===== src/rtl/mfs_pkg.sv =====
package mfs_pkg;

    localparam int VA_W   = 32;
    localparam int DOM_W  = 4;
    localparam int CODE_W = 4;
    localparam int CLS_W  = 3;
    localparam int FS_W   = DOM_W + CODE_W;

    typedef enum logic [CLS_W-1:0] {
        CLS_LINEFETCH = 3'd0,
        CLS_XLATE     = 3'd1,
        CLS_BUSERR    = 3'd2,
        CLS_DOMAIN    = 3'd3,
        CLS_PERM      = 3'd4,
        CLS_L1WALK    = 3'd5,
        CLS_L2WALK    = 3'd6,
        CLS_NONMMU    = 3'd7
    } fault_class_e;

    localparam logic [CODE_W-1:0] CODE_ALIGN  = 4'h1;
    localparam logic [CODE_W-1:0] CODE_NONMMU = 4'h3;
    localparam logic [CODE_W-1:0] PAGE_BIT    = 4'h2;

    typedef struct packed {
        logic [DOM_W-1:0]  dom;
        logic [CODE_W-1:0] code;
    } fstat_t;

    typedef struct packed {
        logic            vld;
        logic            nonmmu;
        fstat_t          fs;
        logic [VA_W-1:0] va;
    } frec_t;

    // Section code for a class, page variant derived by setting bit 1.
    function automatic logic [CODE_W-1:0] class_code(fault_class_e cls, logic page);
        logic [CODE_W-1:0] c;
        logic              pageable;
        pageable = 1'b1;
        case (cls)
            CLS_LINEFETCH: c = 4'h4;
            CLS_XLATE:     c = 4'h5;
            CLS_BUSERR:    c = 4'h8;
            CLS_DOMAIN:    c = 4'h9;
            CLS_PERM:      c = 4'hD;
            CLS_L1WALK:    begin c = 4'hC; pageable = 1'b0; end
            CLS_L2WALK:    begin c = 4'hE; pageable = 1'b0; end
            default:       begin c = CODE_NONMMU; pageable = 1'b0; end
        endcase
        if (pageable && page)
            c = c | PAGE_BIT;
        return c;
    endfunction

endpackage


===== src/rtl/mfs_src_enc.sv =====
module mfs_src_enc
    import mfs_pkg::*;
(
    input  logic                mmu_on,
    input  logic                valid,
    input  logic [CLS_W-1:0]    cls,
    input  logic                page,
    input  logic [DOM_W-1:0]    dom,
    input  logic [VA_W-1:0]     va,
    output frec_t               rec
);
    fault_class_e cls_e;
    logic         is_nonmmu;

    always_comb begin
        cls_e       = fault_class_e'(cls);
        is_nonmmu   = (cls_e == CLS_NONMMU);
        rec.vld     = valid && (is_nonmmu || mmu_on);
        rec.nonmmu  = is_nonmmu;
        rec.fs.dom  = dom;
        rec.fs.code = class_code(cls_e, page);
        rec.va      = va;
    end
endmodule


===== src/rtl/mfs_align_chk.sv =====
module mfs_align_chk
    import mfs_pkg::*;
(
    input  logic             align_on,
    input  logic             acc_valid,
    input  logic             is_word,
    input  logic [VA_W-1:0]  addr,
    output frec_t            rec
);
    always_comb begin
        rec.vld     = align_on && acc_valid && is_word && (addr[1:0] != 2'b00);
        rec.nonmmu  = 1'b0;
        rec.fs.dom  = '0;
        rec.fs.code = CODE_ALIGN;
        rec.va      = addr;
    end
endmodule


===== src/rtl/mfs_first_pick.sv =====
module mfs_first_pick
    import mfs_pkg::*;
#(
    parameter int NREC = 4
) (
    input  frec_t [NREC-1:0] recs,
    output frec_t            win
);
    always_comb begin
        logic found;
        found = 1'b0;
        win   = '0;
        for (int i = 0; i < NREC; i++) begin
            if (!found && recs[i].vld) begin
                win   = recs[i];
                found = 1'b1;
            end
        end
    end
endmodule


===== src/rtl/mfs_regs.sv =====
module mfs_regs
    import mfs_pkg::*;
(
    input  logic             clk,
    input  logic             rst,
    input  frec_t            win,
    input  logic             rd_sel,
    output logic [VA_W-1:0]  rd_data,
    output fstat_t           fsr_o,
    output logic [VA_W-1:0]  far_o,
    output logic             abort_o
);
    fstat_t          fsr_q;
    logic [VA_W-1:0] far_q;
    logic            abort_q;

    always_ff @(posedge clk) begin
        if (rst) begin
            fsr_q   <= '0;
            far_q   <= '0;
            abort_q <= 1'b0;
        end else begin
            abort_q <= win.vld;
            if (win.vld && !win.nonmmu) begin
                fsr_q <= win.fs;
                far_q <= win.va;
            end
        end
    end

    always_comb begin
        rd_data = rd_sel ? far_q : {{(VA_W-FS_W){1'b0}}, fsr_q};
    end

    assign fsr_o   = fsr_q;
    assign far_o   = far_q;
    assign abort_o = abort_q;


    type_range_chk: assert property (@(posedge clk) disable iff (rst)
        (fsr_q.code != 4'h2 && fsr_q.code != CODE_NONMMU));


    hold_idle_chk: assert property (@(posedge clk) disable iff (rst)
        !win.vld |=> ($stable(fsr_q) && $stable(far_q) && !abort_q));


    nonmmu_keep_chk: assert property (@(posedge clk) disable iff (rst)
        (win.vld && win.nonmmu) |=> ($stable(fsr_q) && $stable(far_q) && abort_q));
endmodule


===== src/rtl/mfs_top.sv =====
module mfs_top
    import mfs_pkg::*;
#(
    parameter int NUM_SRC = 3
) (
    input  logic                      clk,
    input  logic                      rst,
    input  logic                      ctl_mmu_on,
    input  logic                      ctl_align_on,
    input  logic                      acc_valid,
    input  logic                      acc_is_word,
    input  logic [VA_W-1:0]           acc_addr,
    input  logic [NUM_SRC-1:0]        rpt_valid,
    input  logic [NUM_SRC*CLS_W-1:0]  rpt_class,
    input  logic [NUM_SRC-1:0]        rpt_page,
    input  logic [NUM_SRC*DOM_W-1:0]  rpt_domain,
    input  logic [NUM_SRC*VA_W-1:0]   rpt_vaddr,
    input  logic                      rd_sel,
    output logic [VA_W-1:0]           rd_data,
    output logic                      abort_o
);
    localparam int NREC = NUM_SRC + 1;

    frec_t [NREC-1:0] recs;
    frec_t            win;
    fstat_t           fsr;
    logic [VA_W-1:0]  far;

    mfs_align_chk u_align (
        .align_on  (ctl_align_on),
        .acc_valid (acc_valid),
        .is_word   (acc_is_word),
        .addr      (acc_addr),
        .rec       (recs[0])
    );

    for (genvar g = 0; g < NUM_SRC; g++) begin : g_src
        mfs_src_enc u_enc (
            .mmu_on (ctl_mmu_on),
            .valid  (rpt_valid[g]),
            .cls    (rpt_class[g*CLS_W +: CLS_W]),
            .page   (rpt_page[g]),
            .dom    (rpt_domain[g*DOM_W +: DOM_W]),
            .va     (rpt_vaddr[g*VA_W +: VA_W]),
            .rec    (recs[g+1])
        );
    end

    mfs_first_pick #(.NREC(NREC)) u_pick (
        .recs (recs),
        .win  (win)
    );

    mfs_regs u_regs (
        .clk     (clk),
        .rst     (rst),
        .win     (win),
        .rd_sel  (rd_sel),
        .rd_data (rd_data),
        .fsr_o   (fsr),
        .far_o   (far),
        .abort_o (abort_o)
    );

    logic misaligned;
    logic any_nonmmu;
    always_comb begin
        misaligned = ctl_align_on && acc_valid && acc_is_word && (acc_addr[1:0] != 2'b00);
        any_nonmmu = 1'b0;
        for (int i = 0; i < NUM_SRC; i++)
            if (rpt_valid[i] && (rpt_class[i*CLS_W +: CLS_W] == 3'd7))
                any_nonmmu = 1'b1;
    end


    reset_clear_chk: assert property (@(posedge clk)
        rst |=> (fsr == '0 && far == '0 && !abort_o));


    align_fault_chk: assert property (@(posedge clk) disable iff (rst)
        misaligned |=> (fsr == 8'h01 && far == $past(acc_addr) && abort_o));


    mmu_off_quiet_chk: assert property (@(posedge clk) disable iff (rst)
        (!ctl_mmu_on && !misaligned && !any_nonmmu) |=> !abort_o);


    first_src_wins_chk: assert property (@(posedge clk) disable iff (rst)
        (!misaligned && ctl_mmu_on && rpt_valid[0] && rpt_class[CLS_W-1:0] != 3'd7)
            |=> (far == $past(rpt_vaddr[VA_W-1:0]) && abort_o));
endmodule


===== config.mk =====
export PLATFORM = sky130hd
export DESIGN_NAME = mfs_top
export DESIGN_NICKNAME = d
export VERILOG_FILES = /design/src/rtl/mfs_pkg.sv /design/src/rtl/mfs_src_enc.sv /design/src/rtl/mfs_align_chk.sv /design/src/rtl/mfs_first_pick.sv /design/src/rtl/mfs_regs.sv /design/src/rtl/mfs_top.sv
export SDC_FILE = /design/constraint.sdc
export NUM_CORES = 1
export LEC_CHECK = 0
export ABC_AREA = 1
export CORE_ASPECT_RATIO = 0.5
export CORE_MARGIN = 3
export CORE_UTILIZATION = 30
export CTS_CLUSTER_DIAMETER = 50
export DETAILED_ROUTE_END_ITERATION = 10
export PLACE_DENSITY = 0.75
export SLEW_MARGIN = 20
export SYNTH_ARGS = -nofsm -noshare
export SYNTH_HDL_FRONTEND = slang
export SYNTH_SLANG_ARGS = --single-unit

===== constraint.sdc =====
create_clock -name clk -period 3.94 [get_ports clk]
set_input_delay 0.788 -clock clk [delete_from_list [all_inputs] [get_ports clk]]
set_output_delay 0.788 -clock clk [all_outputs]
set_load 0.01 [all_outputs]

==> flow_metrics.tcl <==
set metrics [dict create \
    synth_area_per_cell_um2 5.16 \
    drc 0 \
    reg2reg_from "u_regs.far_o[23]$_SDFFE_PP0P_" \
    clk_pin_slew_ns 0.05 \
    globalplace.congestion 0.844 \
    postSynthCellCount 650 \
    drive_gt1_share_pct 3.50 \
    cpPeakStageDelay_ns 0.59 \
    die_w_um 156 \
    hp-class "flop to flop" \
    yosys.area.top_type "nand2_1" \
    hpwlAfterDp_um 9230 \
    synth.most_common_cell "nand2_1" \
    detail-route-antenna-nets 0 \
    synth_edf_count 0 \
    swShare_pct 29.4 \
    num_vias 4264 \
    synthTopCellsByArea "nand2_1, dfxtp_1, inv_1, nor2_1, nand4_1" \
    io_buffers 194 \
    yosysSeqAreaShare_pct 24.5 \
    period_share_pct 80.6 \
    clkLatencyLatePin_ns 0.28 \
    slew_headroom_pct 61.7 \
    routedWlPerCell_um 12.1 \
    grt_pass1_wl_um 18400 \
    slew_violations 0 \
    power.static_leakage_nw 2.76 \
    routed_wirelength_um 11700 \
    cts_buffer_depth 2 \
    async_flop_share_pct 0 \
    peakVddDrop_uv 177 \
    worst_path_max_delay_cell "clkdlybuf4s50_1" \
    dpl_cell_area_mm2 0.00542 \
    rrSetupSlack_ns 3.30 \
    finalHoldViolations 0 \
    cts_sinks 41 \
    tightestPinTransition_ns 0.573 \
    core_area_mm2 0.0105 \
    pwr-share-seq_pct 32.5 \
    cp.arrival_ns 2.39 \
    io_pins 195 \
    cp.required_ns 3.15 \
    final_util_pct 52.9 \
    crit_buf_inv 3 \
    min_from "u_regs.far_o[21]$_SDFFE_PP0P_" \
    setup_viol 0 \
    ys_warn_count 0 \
    powerDensity_mw_per_mm2 268 \
    die_h_um 80.8 \
    cts_root_buffer "clkbuf_16" \
    fp-row-count 26 \
    synthTopCellsByCount "nand2_1, inv_1, nor2_1" \
    path_max_fanout 40 \
    cts_resized 0 \
    n_fill_cell 1053 \
    dr.pass1.iters 4 \
    path_delay_family "buffers and inverters" \
    final_cell_area_mm2 0.00558 \
    synth_top_area_share_pct 30.7 \
    fin_skew_ns 0 \
    setup_tns_ns 0 \
    crit_start "rd_sel" \
    maxCapViolCount 0 \
    dr.first_iter.drc_count 192 \
    p_int_mw 1.06 \
    path_class "primary input to output pin" \
    switchingPower_uw 440 \
    clock.fmax_mhz 315 \
    fin_nets 991 \
    cp-start-kind "primary input" \
    htreeDepth 2 \
    initial_core_util_pct 31.8 \
    syn_area_mm2 0.00335 \
    status "completed" \
    ys.flop_type "dfxtp_1" \
    die_area_mm2 0.0126 \
    cts_tree "yes" \
    path_cells "clkdlybuf4s50_1 -> buf_4 -> nand2_1 -> o21ai_0 -> clkdlybuf4s50_1" \
    post-cts-setup-buffer-count 0 \
    syn-num-nets 812 \
    grt_pass1_vias 3835 \
    clockPowerShare_pct 30.0 \
    ys_ff_latch 41 \
    antenna_cells 0 \
    cts_hold_buffers 0 \
    rsz0062_at_grt "no" \
    min_period_ns 3.17 \
    cts_buffers 5 \
    overflow 0 \
    antenna_found_initial 0 \
    crit_top_cell "clkdlybuf4s50_1" \
    vias_per_cell 4.40 \
    critical_path.endpoint_type "output pin" \
    grt_max_degree 55 \
    synth_cell_types 22 \
    p_comb_share_pct 37.5 \
    grt_usage_pct 17.7 \
    syn2layout_area_growth_pct 66.3 \
]
[placed cells by master (no fill, tap or decap), types with 5 or more instances in the layout]
cell type	synthesis	final
nand2_1	274	274
clkdlybuf4s50_1	0	194
inv_1	112	112
nor2_1	88	84
dfxtp_1	41	41
nand4_1	34	34
nand3_1	22	22
o21ai_0	15	15
nor3_1	13	13
buf_4	2	12
nor2_2	1	5
clkbuf_16	0	5
[kinds of logic after synthesis]
kind of cell,after synthesis,share of synthesized area (%)
and+or+nand+nor,436,53.2
AOI/OAI and AO/OA,25,4.29
DFF,41,24.5
buffers and inverters,147,17.7
xor gates and xnor gates,1,0.261
[state kept, by name (all words and copies together), names as in the netlist]
name            count
u_regs.abort_o      1
u_regs.fsr_o        8
u_regs.far_o       32
[power groups by stage]
stage	clock network, mW	logic (mW)	registers, mW
2_1_floorplan	0	0.281	0.490
3_3_place_gp	0	0.553	0.493
3_5_place_dp	0	0.562	0.495
4_1_cts	0.454	0.565	0.486
5_1_grt	0.474	0.630	0.491
6_report	0.448	0.561	0.486
[stage by stage]
stage	std cells	power, mW	setup slack [ns]	hold WS (ns)
2_1_floorplan	650	0.771	1.90	0.486
3_3_place_gp	962	1.05	0.746	0.496
3_5_place_dp	962	1.06	0.681	0.499
4_1_cts	969	1.51	0.743	0.510
5_1_grt	969	1.59	0.630	0.531
6_report	969	1.50	0.765	0.510
[worst min-delay path, stage by stage, from the launching register on]
cell and delay, ns:
dfxtp_1 0.31, inv_1 0.04, nand2_1 0.04, nand2_1 0.05
nor2_1 0.03
[worst paths after layout]
path / end / depth (start not counted)
max: rd_data[2] / 5
min: u_regs.far_o[21]$_SDFFE_PP0P_ / 4
max reg2reg: u_regs.far_o[23]$_SDFFE_PP0P_ / 4
min reg2reg: u_regs.far_o[21]$_SDFFE_PP0P_ / 4
[final cells by class]
| type | count | area, um2 | share of cell area (%) |
|---|---|---|---|
| inverter | 112 | 420 | 7.54 |
| sequential | 41 | 821 | 14.7 |
| tap | 140 | 175 | 3.14 |
| multi-input combinational | 462 | 1950 | 34.9 |
| clock inverter | 2 | 35.0 | 0.628 |
| timing repair buffer | 207 | 2050 | 36.8 |
| clock buffer | 5 | 125 | 2.24 |
[layer usage]
layer	global-route usage [%]	part of all wire [%]
met3	3.03	4.5
met2	32.0	49
met1	22.8	45
met5	0	0
met4	3.06	0.68
(Power assumes the default switching activity.)
